[config.mk]
export PLATFORM = sky130hd
export DESIGN_NAME = dr_op_seq
export DESIGN_NICKNAME = d
export VERILOG_FILES = /design/src/rtl/dr_op_pkg.sv /design/src/rtl/dr_op_ctrl.sv /design/src/rtl/dr_op_table.sv /design/src/rtl/dr_op_seq.sv
export SDC_FILE = /design/constraint.sdc
export NUM_CORES = 1
export LEC_CHECK = 0
export ABC_AREA = 0
export BUFFER_PORTS_ARGS = -buffer_cell sky130_fd_sc_hd__buf_2
export CORE_MARGIN = 2
export CORE_UTILIZATION = 62
export DETAILED_ROUTE_END_ITERATION = 7
export PLACE_DENSITY = 0.85
export SETUP_SLACK_MARGIN = 0.2
export SYNTH_ARGS = -nofsm -noshare
export SYNTH_HDL_FRONTEND = slang
export SYNTH_HIERARCHICAL = 1
export SYNTH_SLANG_ARGS = --single-unit
[constraint.sdc]
create_clock -name clk -period 3.5 [get_ports clk]
set_input_delay 0.175 -clock clk [delete_from_list [all_inputs] [get_ports clk]]
set_output_delay 0.175 -clock clk [all_outputs]
set_load 0.05 [all_outputs]
[src/rtl/dr_op_pkg.sv]
package dr_op_pkg;

  localparam int CODE_W   = 2;
  localparam int IDX_W    = 2 * CODE_W;
  localparam int TBL_DEPTH = 1 << IDX_W;

  typedef enum logic [3:0] {
    ST_CLR_R1  = 4'd0,
    ST_LD_A    = 4'd1,
    ST_MSK_A   = 4'd2,
    ST_SHL_1   = 4'd3,
    ST_SHL_2   = 4'd4,
    ST_CLR_R2  = 4'd5,
    ST_LD_B    = 4'd6,
    ST_MSK_B   = 4'd7,
    ST_MERGE   = 4'd8,
    ST_CLR_R3  = 4'd9,
    ST_LOOKUP  = 4'd10,
    ST_CLR_D   = 4'd11,
    ST_WR_D    = 4'd12
  } step_e;

  localparam step_e LAST_STEP = ST_WR_D;

  localparam logic [1:0] OPS_AND  = 2'b00;
  localparam logic [1:0] OPS_OR   = 2'b01;
  localparam logic [1:0] OPS_XOR  = 2'b10;
  localparam logic [1:0] OPS_PROG = 2'b11;

  localparam logic [CODE_W-1:0] CODE_ONE  = 2'b01;
  localparam logic [CODE_W-1:0] CODE_ZERO = 2'b10;

  function automatic logic code_ok(input logic [CODE_W-1:0] c);
    return (c == CODE_ONE) || (c == CODE_ZERO);
  endfunction

  // Preset table entry for a fixed operator; invalid index pairs give 00.
  function automatic logic [CODE_W-1:0] preset_code(input logic [1:0] sel,
                                                    input logic [IDX_W-1:0] idx);
    logic [CODE_W-1:0] ca, cb;
    logic la, lb, r;
    ca = idx[IDX_W-1:CODE_W];
    cb = idx[CODE_W-1:0];
    la = (ca == CODE_ONE);
    lb = (cb == CODE_ONE);
    case (sel)
      OPS_AND: r = la & lb;
      OPS_OR:  r = la | lb;
      default: r = la ^ lb;
    endcase
    if (!code_ok(ca) || !code_ok(cb)) return '0;
    return r ? CODE_ONE : CODE_ZERO;
  endfunction

endpackage

[src/rtl/dr_op_ctrl.sv]
module dr_op_ctrl
  import dr_op_pkg::*;
(
  input  logic  clk,
  input  logic  rst_n,
  input  logic  start,
  output logic  busy,
  output logic  done,
  output step_e step
);

  step_e step_q, step_n;
  logic  busy_q, busy_n;
  logic  done_q, done_n;

  always_comb begin
    step_n = step_q;
    busy_n = busy_q;
    done_n = 1'b0;
    if (!busy_q) begin
      if (start) begin
        busy_n = 1'b1;
        step_n = ST_CLR_R1;
      end
    end else if (step_q == LAST_STEP) begin
      busy_n = 1'b0;
      done_n = 1'b1;
      step_n = ST_CLR_R1;
    end else begin
      step_n = step_e'(step_q + 4'd1);
    end
  end

  always_ff @(posedge clk or negedge rst_n) begin
    if (!rst_n) begin
      step_q <= ST_CLR_R1;
      busy_q <= 1'b0;
      done_q <= 1'b0;
    end else begin
      step_q <= step_n;
      busy_q <= busy_n;
      done_q <= done_n;
    end
  end

  assign busy = busy_q;
  assign done = done_q;
  assign step = step_q;

endmodule

[src/rtl/dr_op_table.sv]
module dr_op_table
  import dr_op_pkg::*;
#(
  parameter int DEPTH = TBL_DEPTH
) (
  input  logic              clk,
  input  logic              rst_n,
  input  logic              we,
  input  logic [IDX_W-1:0]  waddr,
  input  logic [CODE_W-1:0] wdata,
  input  logic [1:0]        sel,
  input  logic [IDX_W-1:0]  raddr,
  output logic [CODE_W-1:0] rdata
);

  logic [CODE_W-1:0] mem_q [DEPTH];
  logic [CODE_W-1:0] mem_n [DEPTH];

  always_comb begin
    for (int i = 0; i < DEPTH; i++) begin
      mem_n[i] = mem_q[i];
      if (we && (waddr == IDX_W'(i))) mem_n[i] = wdata;
    end
  end

  always_ff @(posedge clk or negedge rst_n) begin
    if (!rst_n) begin
      for (int i = 0; i < DEPTH; i++) mem_q[i] <= '0;
    end else if (we) begin
      for (int i = 0; i < DEPTH; i++) mem_q[i] <= mem_n[i];
    end
  end

  always_comb begin
    if (sel == OPS_PROG) rdata = mem_q[raddr];
    else                 rdata = preset_code(sel, raddr);
  end

endmodule

[src/rtl/dr_op_seq.sv]
module dr_op_seq
  import dr_op_pkg::*;
#(
  parameter int WORD_W = 8
) (
  input  logic              clk,
  input  logic              rst_n,
  input  logic              start,
  input  logic [WORD_W-1:0] opnd_a,
  input  logic [WORD_W-1:0] opnd_b,
  input  logic [1:0]        op_sel,
  input  logic              tbl_we,
  input  logic [IDX_W-1:0]  tbl_addr,
  input  logic [CODE_W-1:0] tbl_wdata,
  output logic              busy,
  output logic              done,
  output logic [WORD_W-1:0] result,
  output logic              code_err
);

  localparam logic [WORD_W-1:0] CODE_MASK = WORD_W'((1 << CODE_W) - 1);

  // Reset: asynchronous assertion, synchronous release
  logic [1:0] rst_sync_q;
  logic       rst_int_n;

  always_ff @(posedge clk or negedge rst_n) begin
    if (!rst_n) rst_sync_q <= 2'b00;
    else        rst_sync_q <= {rst_sync_q[0], 1'b1};
  end
  assign rst_int_n = rst_sync_q[1];

  step_e             step;
  logic              seq_busy, seq_done;
  logic [CODE_W-1:0] tbl_rdata;

  logic [WORD_W-1:0] r1_q, r1_n, r2_q, r2_n, r3_q, r3_n, d_q, d_n;
  logic              err_q, err_n, cerr_q, cerr_n;

  dr_op_ctrl u_ctrl (
    .clk   (clk),
    .rst_n (rst_int_n),
    .start (start),
    .busy  (seq_busy),
    .done  (seq_done),
    .step  (step)
  );

  dr_op_table u_tbl (
    .clk   (clk),
    .rst_n (rst_int_n),
    .we    (tbl_we & ~seq_busy),
    .waddr (tbl_addr),
    .wdata (tbl_wdata),
    .sel   (op_sel),
    .raddr (r1_q[IDX_W-1:0]),
    .rdata (tbl_rdata)
  );

  always_comb begin
    r1_n   = r1_q;
    r2_n   = r2_q;
    r3_n   = r3_q;
    d_n    = d_q;
    err_n  = err_q;
    cerr_n = cerr_q;
    if (seq_busy) begin
      case (step)
        ST_CLR_R1: r1_n = '0;
        ST_LD_A:   r1_n = opnd_a;
        ST_MSK_A:  r1_n = r1_q & CODE_MASK;
        ST_SHL_1,
        ST_SHL_2:  r1_n = r1_q << 1;
        ST_CLR_R2: r2_n = '0;
        ST_LD_B:   r2_n = opnd_b;
        ST_MSK_B:  r2_n = r2_q & CODE_MASK;
        ST_MERGE: begin
          r1_n  = r1_q | r2_q;
          err_n = !code_ok(r1_q[IDX_W-1:CODE_W]) || !code_ok(r2_q[CODE_W-1:0]);
        end
        ST_CLR_R3: r3_n = '0;
        ST_LOOKUP: r3_n = {{(WORD_W-CODE_W){1'b0}}, tbl_rdata};
        ST_CLR_D:  d_n  = '0;
        ST_WR_D: begin
          d_n    = r3_q;
          cerr_n = err_q;
        end
        default: ;
      endcase
    end
  end

  always_ff @(posedge clk or negedge rst_int_n) begin
    if (!rst_int_n) begin
      r1_q   <= '0;
      r2_q   <= '0;
      r3_q   <= '0;
      d_q    <= '0;
      err_q  <= 1'b0;
      cerr_q <= 1'b0;
    end else if (seq_busy) begin
      r1_q   <= r1_n;
      r2_q   <= r2_n;
      r3_q   <= r3_n;
      d_q    <= d_n;
      err_q  <= err_n;
      cerr_q <= cerr_n;
    end
  end

  assign busy     = seq_busy;
  assign done     = seq_done;
  assign result   = d_q;
  assign code_err = cerr_q;

endmodule

==> impl_metrics.yaml, run 1 <==
outcome:
  status: "finished clean"
grt:
  grt_usage: 0.2273
  met3_usage: 0.04607
  grt_first_pass_wirelength_um: 9653
  first_global_vias: 2087
  overflow: 0
  grt_max_degree: 53
  grt_antenna_before_repair: 0
  grt_busiest_layer: "met2"
  use_met1: 0.3366
  use_met2: 0.3442
drt:
  wire_per_inst_um: 15.42
  vias: 2195
  drc_errors: 0
  finalWirelength_um: 5768
  dr.pass1.iters: 4
  final_antenna_net_count: 0
  drtIter0Drc: 225
  vias_per_cell: 5.869
placed_design:
  place_congestion: 0.8602
  numPortBuffers: 24
  hpwlAfterDp_um: 3918
timing:
  slew_headroom: 0.2670
  fmax_ghz: 0.4218
  fin_worst_skew_ns: 0.01143
  worst_pin_slew_ns: 1.100
  finalSetupTns_ns: 0
  fin_crit_ns: 2.371
  fin_crit_sh: 0.6774
  hold_viol_final: 0
  rsz0062_at_grt: "false"
  finalSetupViolCount: 0
  drv_slew: 0
floorplanning:
  boundaryPins: 39
  fp.dieH_um: 74.32
  die_w_um: 74.32
  die-area_um2: 5523
  core_area_um2: 4755
  initial_core_util: 0.6447
  fp-row-count: 25
setup_path:
  required_ns: 3.69
  worstPathMaxFanout: 11
  criticalPathCategory: "reg2reg"
  r2r-start: "r1_q[0]"
  ff2ff_path_depth: 9
  critPathLaunchType: "flop"
  cp-end-kind: "flop"
  cp.arrival_ns: 2.56
  r2r_slack_ns: 1.13
  reg2reg_to: "r3_q[1]"
clock_tree:
  clkTransAtPathRegs_ns: 0.09
  clockBufferDepth: 2
  numCtsBuffers: 5
  clockRootBuffer: "clkbuf_8"
  cts-resized-gates: 0
  clock-sinks: 54
  cts_tree: "yes"
  htree_levels: 2
  worstSkewPairLatency_ns: 0.30
synthesis:
  ys_seq_area_frac: 0.4408
  yosysTopAreaCell: "dfrtp_1"
  ys_types: 50
  synth-seq-cells: 54
  synthFlopType: "dfrtp_1"
  yosysWarnings: 6
  synthArstFlopShare: 1.000
  synth-edff-count: 0
  synth_top_area_share: 0.4408
  netlist_area_um2: 3065
  syn-instance-count: 289
  syn_avg_cell_area_um2: 10.61
  synthTopCellsByArea: "dfrtp_1 44%, mux2_2 12%, mux2i_1 5.2%"
run:
  maxCapViolCount: 0
power_and_ir_drop:
  power.total_w: 0.002497
  powerDensity_nw_per_um2: 762.8
  ir_worst_vdd_v: 0.0004698
  p_leak_nw: 1.510
cells_and_area:
  nets: 341
  syn2layout_area_growth_pct: 6.776
  drive_above_1_share: 0.2476
  fillers: 379
  mostFrequentLayoutCells: "53 x dfrtp_1, 32 x mux2_2, 24 x buf_2, 23 x nor2_1, 21 x nand2_1"
  diodes: 0
  layout_commonest_cell: "dfrtp_1"
worst_hold_path:
  whs_path_depth: 2
  hold_path_end: "u_ctrl/step[1]"
  min_from: "start"
  hp-class: "in2reg"
registers in the layout (all words and copies together) (netlist names):
signal	flops
u_ctrl/done	1
result	2
r3_q	2
r1_q	4
code_err	1
rst_sync_q	2
u_tbl/mem_q	32
u_ctrl/step	4
r2_q	4
u_ctrl/busy	1
err_q	1
metal layers:
layer | part of all wire | vias up
li1 | - | 1058
met1 | 0.49 | 1072
met2 | 0.46 | 59
met3 | 0.043 | 6
met4 | 0.011 | 0
met5 | 0 | -
report_power, final:
part / internal [W] / total [W] / switching, W
Clock: 0.000229 / 0.000417 / 0.000188
Combinational: 0.000475 / 0.000935 / 0.000460
Sequential: 0.000801 / 0.00114 / 0.000344
worst max-delay path, cell delays in order (launching register included):
cell	delay (ns)
dfrtp_1	0.75
ha_1	0.29
inv_1	0.05
ha_1	0.17
and2_1	0.15
o31ai_1	0.28
nand2b_1	0.16
nand3_1	0.07
a22o_1	0.18
a22o_1	0.18
stage by stage:
stage	instances	hold slack, ns	instance area, µm²	util	worst slack [ns]
CTS	374	0.07190	3273	0.6884	1.126
finish	374	0.07930	3273	0.6884	1.129
detailed placement	366	-0.03358	3151	0.6626	1.149
global route	374	0.07829	3273	0.6884	1.015
global placement	366	-0.04007	3151	0.6626	1.243
floorplan	294	-0.1206	3084	-	1.513
cell families (layout without fill, tap and decap cells):
family                   after synthesis  after routing  synth area share
AO/OA/AOI/OAI                         48             48            0.1106
XOR/XNOR                               2              2          0.005715
adder cells (fa/ha/maj)                6              6           0.02449
buffers and inverters                 32             45           0.06244
flip-flops                            54             54            0.4408
multiplexers                          50             50            0.1820
other                                  2              7          0.002450
AND/OR/NAND/NOR                       95             95            0.1714
worst max path at each step:
stage	from	end	slack, ns	cells after the start
3_5_place_dp	r1_q[0]	r3_q[1]	1.15	9
5_1_grt	r1_q[0]	r3_q[1]	1.01	9
6_report	r1_q[0]	r3_q[1]	1.13	9
4_1_cts	r1_q[0]	r3_q[1]	1.13	9
3_3_place_gp	r1_q[0]	r3_q[1]	1.24	9
2_1_floorplan	u_ctrl/busy	u_tbl/mem_q[25]	1.51	5
cells in the mapped netlist, drive strengths merged, types with 3 or more instances:
| cell | count |
|---|---|
| dfrtp | 54 |
| mux2 | 33 |
| nor2 | 25 |
| nand2 | 22 |
| buf | 17 |
| mux2i | 16 |
| inv | 12 |
| nand2b | 9 |
| nand3 | 9 |
| a22o | 8 |
| a31oi | 8 |
| o21ai | 7 |
| ha | 6 |
| nand4 | 5 |
| o22ai | 5 |
| a22oi | 4 |
| nor2b | 4 |
| a21oi | 3 |
| clkbuf | 3 |
| or2 | 3 |
| or3 | 3 |
area by class of cell:
| cell class | instances | area, µm² | share of cell area |
|---|---|---|---|
| clock buffers | 6 | 82.58 | 0.02523 |
| clock inverters | 1 | 30.03 | 0.009174 |
| inverters | 12 | 45.04 | 0.01376 |
| multi-input cells | 208 | 1541 | 0.4709 |
| flip-flops and latches | 54 | 1353 | 0.4132 |
| well taps | 67 | 83.83 | 0.02561 |
| repair buffers | 26 | 137.6 | 0.04205 |
timing repair:
| action | CTS | global route |
|---|---|---|
| hold buffers | 1 | 0 |
| hold endpoints to repair | 2 | 0 |
| setup buffers | 0 | 0 |
Power figures use the tool's default switching activity.
==> run 2: changes to the inputs <==
--- a/config.mk
+++ b/config.mk
@@ -8,9 +8,9 @@
 export ABC_AREA = 0
 export BUFFER_PORTS_ARGS = -buffer_cell sky130_fd_sc_hd__buf_2
 export CORE_MARGIN = 2
-export CORE_UTILIZATION = 62
+export CORE_UTILIZATION = 58
 export DETAILED_ROUTE_END_ITERATION = 7
-export PLACE_DENSITY = 0.85
+export PLACE_DENSITY = 0.8
 export SETUP_SLACK_MARGIN = 0.2
 export SYNTH_ARGS = -nofsm -noshare
 export SYNTH_HDL_FRONTEND = slang
==> constraint.sdc (replaced) <==
create_clock -name clk -period 2.47 [get_ports clk]
set_input_delay 0.1235 -clock clk [delete_from_list [all_inputs] [get_ports clk]]
set_output_delay 0.1235 -clock clk [all_outputs]
set_load 0.05 [all_outputs]
==> impl_metrics.yaml, run 2 (synthesis results as in run 1) <==
clock_tree:
  cts_tree: "yes"
  numCtsBuffers: 5
  worstSkewPairLatency_ns: 0.31
  clockBufferDepth: 2
  clkTransAtPathRegs_ns: 0.10
  clockRootBuffer: "clkbuf_8"
  clock-sinks: 54
  htree_levels: 2
timing:
  rsz0062_at_grt: "false"
  hold_viol_final: 0
  fin_crit_ns: 2.090
  finalSetupViolCount: 0
  finalSetupTns_ns: 0
  fin_ws_ns: 0.3797
  slew_headroom: 0.4020
  fin_crit_sh: 0.8463
  fin_worst_skew_ns: 0.01077
  fmax_ghz: 0.4784
  drv_slew: 0
  worst_pin_slew_ns: 0.8970
run:
  maxCapViolCount: 0
floorplanning:
  die-area_um2: 5883
  initial_core_util: 0.6002
  fp.dieH_um: 76.70
  fp-row-count: 26
  core_area_um2: 5107
  die_w_um: 76.70
  boundaryPins: 39
placed_design:
  pre_cts_slack_ns: 0.4194
  place_congestion: 0.8294
  place_inst: 375
  numPortBuffers: 24
  hpwlAfterDp_um: 4335
cells_and_area:
  diodes: 0
  drive_above_1_share: 0.2643
  fillers: 430
  layout_commonest_cell: "dfrtp_1"
  final_core_util: 0.6494
  syn2layout_area_growth_pct: 8.204
  fin_cells: 384
  nets: 347
  top_register: "u_tbl/mem_q"
  largest_reg_flops: 32
  mostFrequentLayoutCells: "53 x dfrtp_1, 32 x mux2_2, 24 x buf_2, 23 x nor2_1, 21 x nand2_1"
power_and_ir_drop:
  p_int_w: 0.002081
  p_clk_frac: 0.144
  p_switching_w: 0.001460
  p_leak_nw: 1.534
  powerDensity_nw_per_um2: 1067
  ir_worst_vdd_v: 0.0007698
  p_comb_frac: 0.434
  netSwitchingFraction: 0.4124
  power.total_w: 0.003541
  p_seq_frac: 0.421
worst_hold_path:
  hp-class: "in2reg"
grt:
  grt_first_pass_wirelength_um: 10440
  grt_usage: 0.2223
  grt_antenna_before_repair: 0
  first_global_vias: 2175
  grt_max_degree: 33
  overflow: 0
setup_path:
  worstPathMaxFanout: 11
  cp_slowest_cell: "dfrtp_1"
  slowest_delay_ns: 0.51
  required_ns: 2.66
  criticalPathCategory: "reg2reg"
  cp.arrival_ns: 2.28
  cp-end-kind: "flop"
  crit_chain: "inv_1 > ha_1 > inv_1 > ha_1 > and2_1 > o31ai_1 > nand2b_1 > nand3_1 > a22o_1 > a22o_1"
  critPathLaunchType: "flop"
drt:
  dr.pass1.iters: 4
  final_antenna_net_count: 0
  drtIter0Drc: 216
  vias: 2209
  finalWirelength_um: 6142
  wire_per_inst_um: 15.99
  vias_per_cell: 5.753
  drc_errors: 0
outcome:
  status: "finished clean"
run 2: changes by cell type in the layout (fill, tap and decap cells not counted):
| cell | change |
|---|---|
| buf_12 | +1 |
| buf_4 | +5 |
| bufinv_16 | -1 |
| clkinv_2 | +1 |
| clkinvlp_4 | +1 |
run 2: power by group through the flow:
stage	clock, W	combinational, W	sequential, W
after floorplan	0	0.00129	0.00145
after global placement	0	0.00146	0.00148
after detailed placement	0	0.00152	0.00151
after CTS	0.000522	0.00153	0.00149
after global routing	0.000556	0.00171	0.00155
final	0.000511	0.00154	0.00149
run 2: layout make-up:
cell class                      count  area, µm²  area share
Multi-Input combinational cell    208       1541      0.4647
Clock inverter                      2      12.51    0.003772
Clock buffer                        6      82.58     0.02490
Sequential cell                    54       1353      0.4078
Tap cell                           70      87.58     0.02641
Timing Repair Buffer               32      195.2     0.05885
Inverter                           12      45.04     0.01358
run 2: layer usage:
metal | global-route usage | part of all wire
met5 | 0 | 0
met4 | 0.05818 | 0.0065
met3 | 0.03882 | 0.043
met2 | 0.3526 | 0.48
met1 | 0.3181 | 0.47
run 2: worst paths after layout:
check                              start  cells after the start  slack [ns]        endpoint
min reg2reg                rst_sync_q[1]                      0        0.24     u_ctrl/busy
min                                start                      2        0.03  u_ctrl/step[1]
max reg2reg                      r1_q[1]                     10        0.38         r3_q[1]
max in group asynchronous  rst_sync_q[1]                      1        1.71  u_tbl/mem_q[4]
min in group asynchronous          rst_n                      2        0.12   rst_sync_q[1]
max                              r1_q[1]                     10        0.38         r3_q[1]
run 2: critical path, delay by kind of cell (launching register included):
family          cells  cell delay, ns
simple gates        3            0.37
fa+ha+maj           2            0.33
buf+inv             2            0.16
compound gates      3            0.61
flops               1            0.51
run 2: stage by stage:
stage,area [µm²],hold WS (ns)
after floorplan,3084,-0.1721
after global placement,3212,-0.09098
after detailed placement,3212,-0.09045
after CTS,3317,0.02348
after global routing,3317,0.02771
final,3317,0.02639
run 2: timing repair:
action                                 4_1_cts  5_1_grt
setup buffers                                0        0
endpoints found under the hold margin        2        0
resized for setup                            0        0
hold buffers                                 1        0
==> run 3: changes to the inputs <==
--- a/config.mk
+++ b/config.mk
@@ -5,12 +5,12 @@
 export SDC_FILE = /design/constraint.sdc
 export NUM_CORES = 1
 export LEC_CHECK = 0
-export ABC_AREA = 0
+export ABC_AREA = 1
 export BUFFER_PORTS_ARGS = -buffer_cell sky130_fd_sc_hd__buf_2
 export CORE_MARGIN = 2
-export CORE_UTILIZATION = 58
+export CORE_UTILIZATION = 52
 export DETAILED_ROUTE_END_ITERATION = 7
-export PLACE_DENSITY = 0.8
+export PLACE_DENSITY = 0.76
 export SETUP_SLACK_MARGIN = 0.2
 export SYNTH_ARGS = -nofsm -noshare
 export SYNTH_HDL_FRONTEND = slang
==> constraint.sdc (replaced) <==
create_clock -name clk -period 1.7 [get_ports clk]
set_input_delay 0.085 -clock clk [delete_from_list [all_inputs] [get_ports clk]]
set_output_delay 0.085 -clock clk [all_outputs]
set_load 0.05 [all_outputs]
==> impl_metrics.yaml, run 3 <==
drt:
  drc_errors: 0
  vias_per_cell: 5.225
  dr.pass1.iters: 5
  vias: 2738
  wire_per_inst_um: 13.22
  final_antenna_net_count: 0
  finalWirelength_um: 6928
  drtIter0Drc: 193
power_and_ir_drop:
  powerDensity_nw_per_um2: 1466
  ir_worst_vdd_v: 0.0009831
  p_leak_nw: 1.791
floorplanning:
  fp-row-count: 27
  boundaryPins: 39
  die_w_um: 80.86
  core_area_um2: 5608
  die-area_um2: 6538
  initial_core_util: 0.5477
  fp.dieH_um: 80.86
placed_design:
  place_congestion: 0.8780
  numPortBuffers: 24
  hpwlAfterDp_um: 4779
  place_inst: 507
grt:
  grt_usage: 0.2217
  grt_first_pass_wirelength_um: 11180
  grt_antenna_before_repair: 0
  overflow: 0
  first_global_vias: 2452
  grt_max_degree: 37
setup_path:
  required_ns: 1.95
  cp_slowest_cell: "dfrtp_1"
  criticalPathCategory: "reg2reg"
  cp-end-kind: "flop"
  cp_num_buf_inv: 2
  crit_chain: "inv_2 > ha_4 > inv_2 > ha_4 > a211oi_2 > a21oi_2 > nand2b_4 > nand2_2 > nand4_1 > o21ai_1"
  worstPathMaxFanout: 2
  slowest_delay_ns: 0.41
  cp.arrival_ns: 1.75
  critPathTopFamily: "flip-flops"
  critPathLaunchType: "flop"
clock_tree:
  htree_levels: 2
  clock-sinks: 54
  cts_tree: "yes"
  clkTransAtPathRegs_ns: 0.10
  clockBufferDepth: 2
  worstSkewPairLatency_ns: 0.31
  clockRootBuffer: "clkbuf_8"
  numCtsBuffers: 5
synthesis:
  synthArstFlopShare: 1.000
  synth-seq-cells: 54
  ys_seq_area_frac: 0.4399
  synth_top_area_share: 0.4399
  syn_avg_cell_area_um2: 7.474
  synthFlopType: "dfrtp_1"
  syn-instance-count: 411
  yosysTopAreaCell: "dfrtp_1"
  synth-edff-count: 0
  netlist_area_um2: 3072
  ys_types: 31
  yosysWarnings: 6
  synthTopCellsByArea: "dfrtp_1 44%, nand2_1 18%, nand3_1 5.9%"
  synth_common_cells: "147 x nand2_1, 54 x dfrtp_1, 48 x inv_1"
  synth_most_common_cell: "nand2_1"
outcome:
  status: "finished clean"
timing:
  finalSetupTns_ns: 0
  fin_crit_ns: 1.509
  fin_worst_skew_ns: 0.01153
  fmax_ghz: 0.6626
  fin_crit_sh: 0.8878
  hold_viol_final: 0
  drv_slew: 0
  finalSetupViolCount: 0
  rsz0062_at_grt: "true"
cells_and_area:
  diodes: 0
  final_core_util: 0.6557
  syn2layout_area_growth_pct: 19.71
  drive_above_1_share: 0.2611
  nets: 485
  fin_cells: 524
  mostFrequentLayoutCells: "135 x nand2_1, 46 x dfrtp_1, 45 x inv_1, 24 x o21ai_0, 24 x buf_2"
  largest_reg_flops: 32
  top_register: "u_tbl/mem_q"
  layout_commonest_cell: "nand2_1"
run:
  maxCapViolCount: 0
worst_hold_path:
  hp-class: "in2reg"
## run 3: cell types whose count changed after synthesis, sizes merged, moves of 5 or more
cell | before | now
nand2b | 9 | 1
o22ai | 5 | 0
nand2 | 22 | 150
a22o | 8 | 1
mux2i | 16 | 0
a31oi | 8 | 0
o21ai | 7 | 42
buf | 17 | 11
nand3 | 9 | 37
inv | 12 | 59
mux2 | 33 | 0
## run 3: stage by stage
step	area (µm²)	setup slack [ns]	hold slack, ns	power, W
floorplan	3138	0.1843	-0.2106	0.003704
global placement	3316	0.1950	-0.1304	0.004095
detailed placement	3316	0.1351	-0.1270	0.004173
CTS	3505	0.1938	0.004553	0.005126
global route	3677	0.07251	0.02834	0.005805
finish	3677	0.1908	0.01143	0.005389
## run 3: worst min-delay path, delay by kind of cell
kind / cells / cell delay, ns
simple gates: 1 / 0.05
buf+inv: 1 / 0.10
compound gates: 1 / 0.06
## run 3: repair_timing
action,4_1_cts,5_1_grt
hold buffers,3,0
setup endpoints to repair,2,28
hold endpoints to repair,4,0
pin swaps,1,18
buffers inserted,3,3
gates resized for setup,4,43
## run 3: final cells by class
cell class | count | area [µm²]
Clock inverter | 2 | 37.54
Tap cell | 72 | 90.09
Fill cell | 497 | 1931
Multi-Input combinational cell | 290 | 1583
Inverter | 59 | 241.5
Clock buffer | 6 | 72.57
Timing Repair Buffer | 41 | 291.5
Sequential cell | 54 | 1361
## run 3: metal layers
metal  wire length [µm]  global-route usage
met2               3401              0.3603
met3                287             0.03778
met4                 78             0.06780
met5                  0                   0
met1               3159              0.3045
## run 3: report_power, final
group	internal [W]	switching (W)	leakage (nW)
combinational	0.000924	0.00157	1.05
clock	0.000440	0.000418	0.0514
sequential	0.00168	0.000361	0.695
## run 3: final timing paths
check / from / endpoint / slack (ns) / depth (start not counted)
min in group asynchronous: rst_n / rst_sync_q[1] / 0.08 / 2
max in group asynchronous: rst_sync_q[1] / r1_q[0] / 0.97 / 1
worst max-delay path: r1_q[3] / r3_q[0] / 0.19 / 10
worst min register to register: rst_sync_q[1] / u_ctrl/step[0] / 0.20 / 0
worst min-delay path: tbl_wdata[1] / u_tbl/mem_q[19] / 0.01 / 3
worst max register to register: r1_q[3] / r3_q[0] / 0.19 / 10
## run 3: cell families (layout without fill, tap and decap cells)
group,count (synthesis),after routing,share of synthesized area
flops,54,54,0.4399
fa+ha+maj,6,6,0.02444
simple gates,222,222,0.3279
xor+xnor,3,3,0.008556
buf+inv,72,108,0.1051
compound gates,52,52,0.09165
other cells,2,7,0.002445
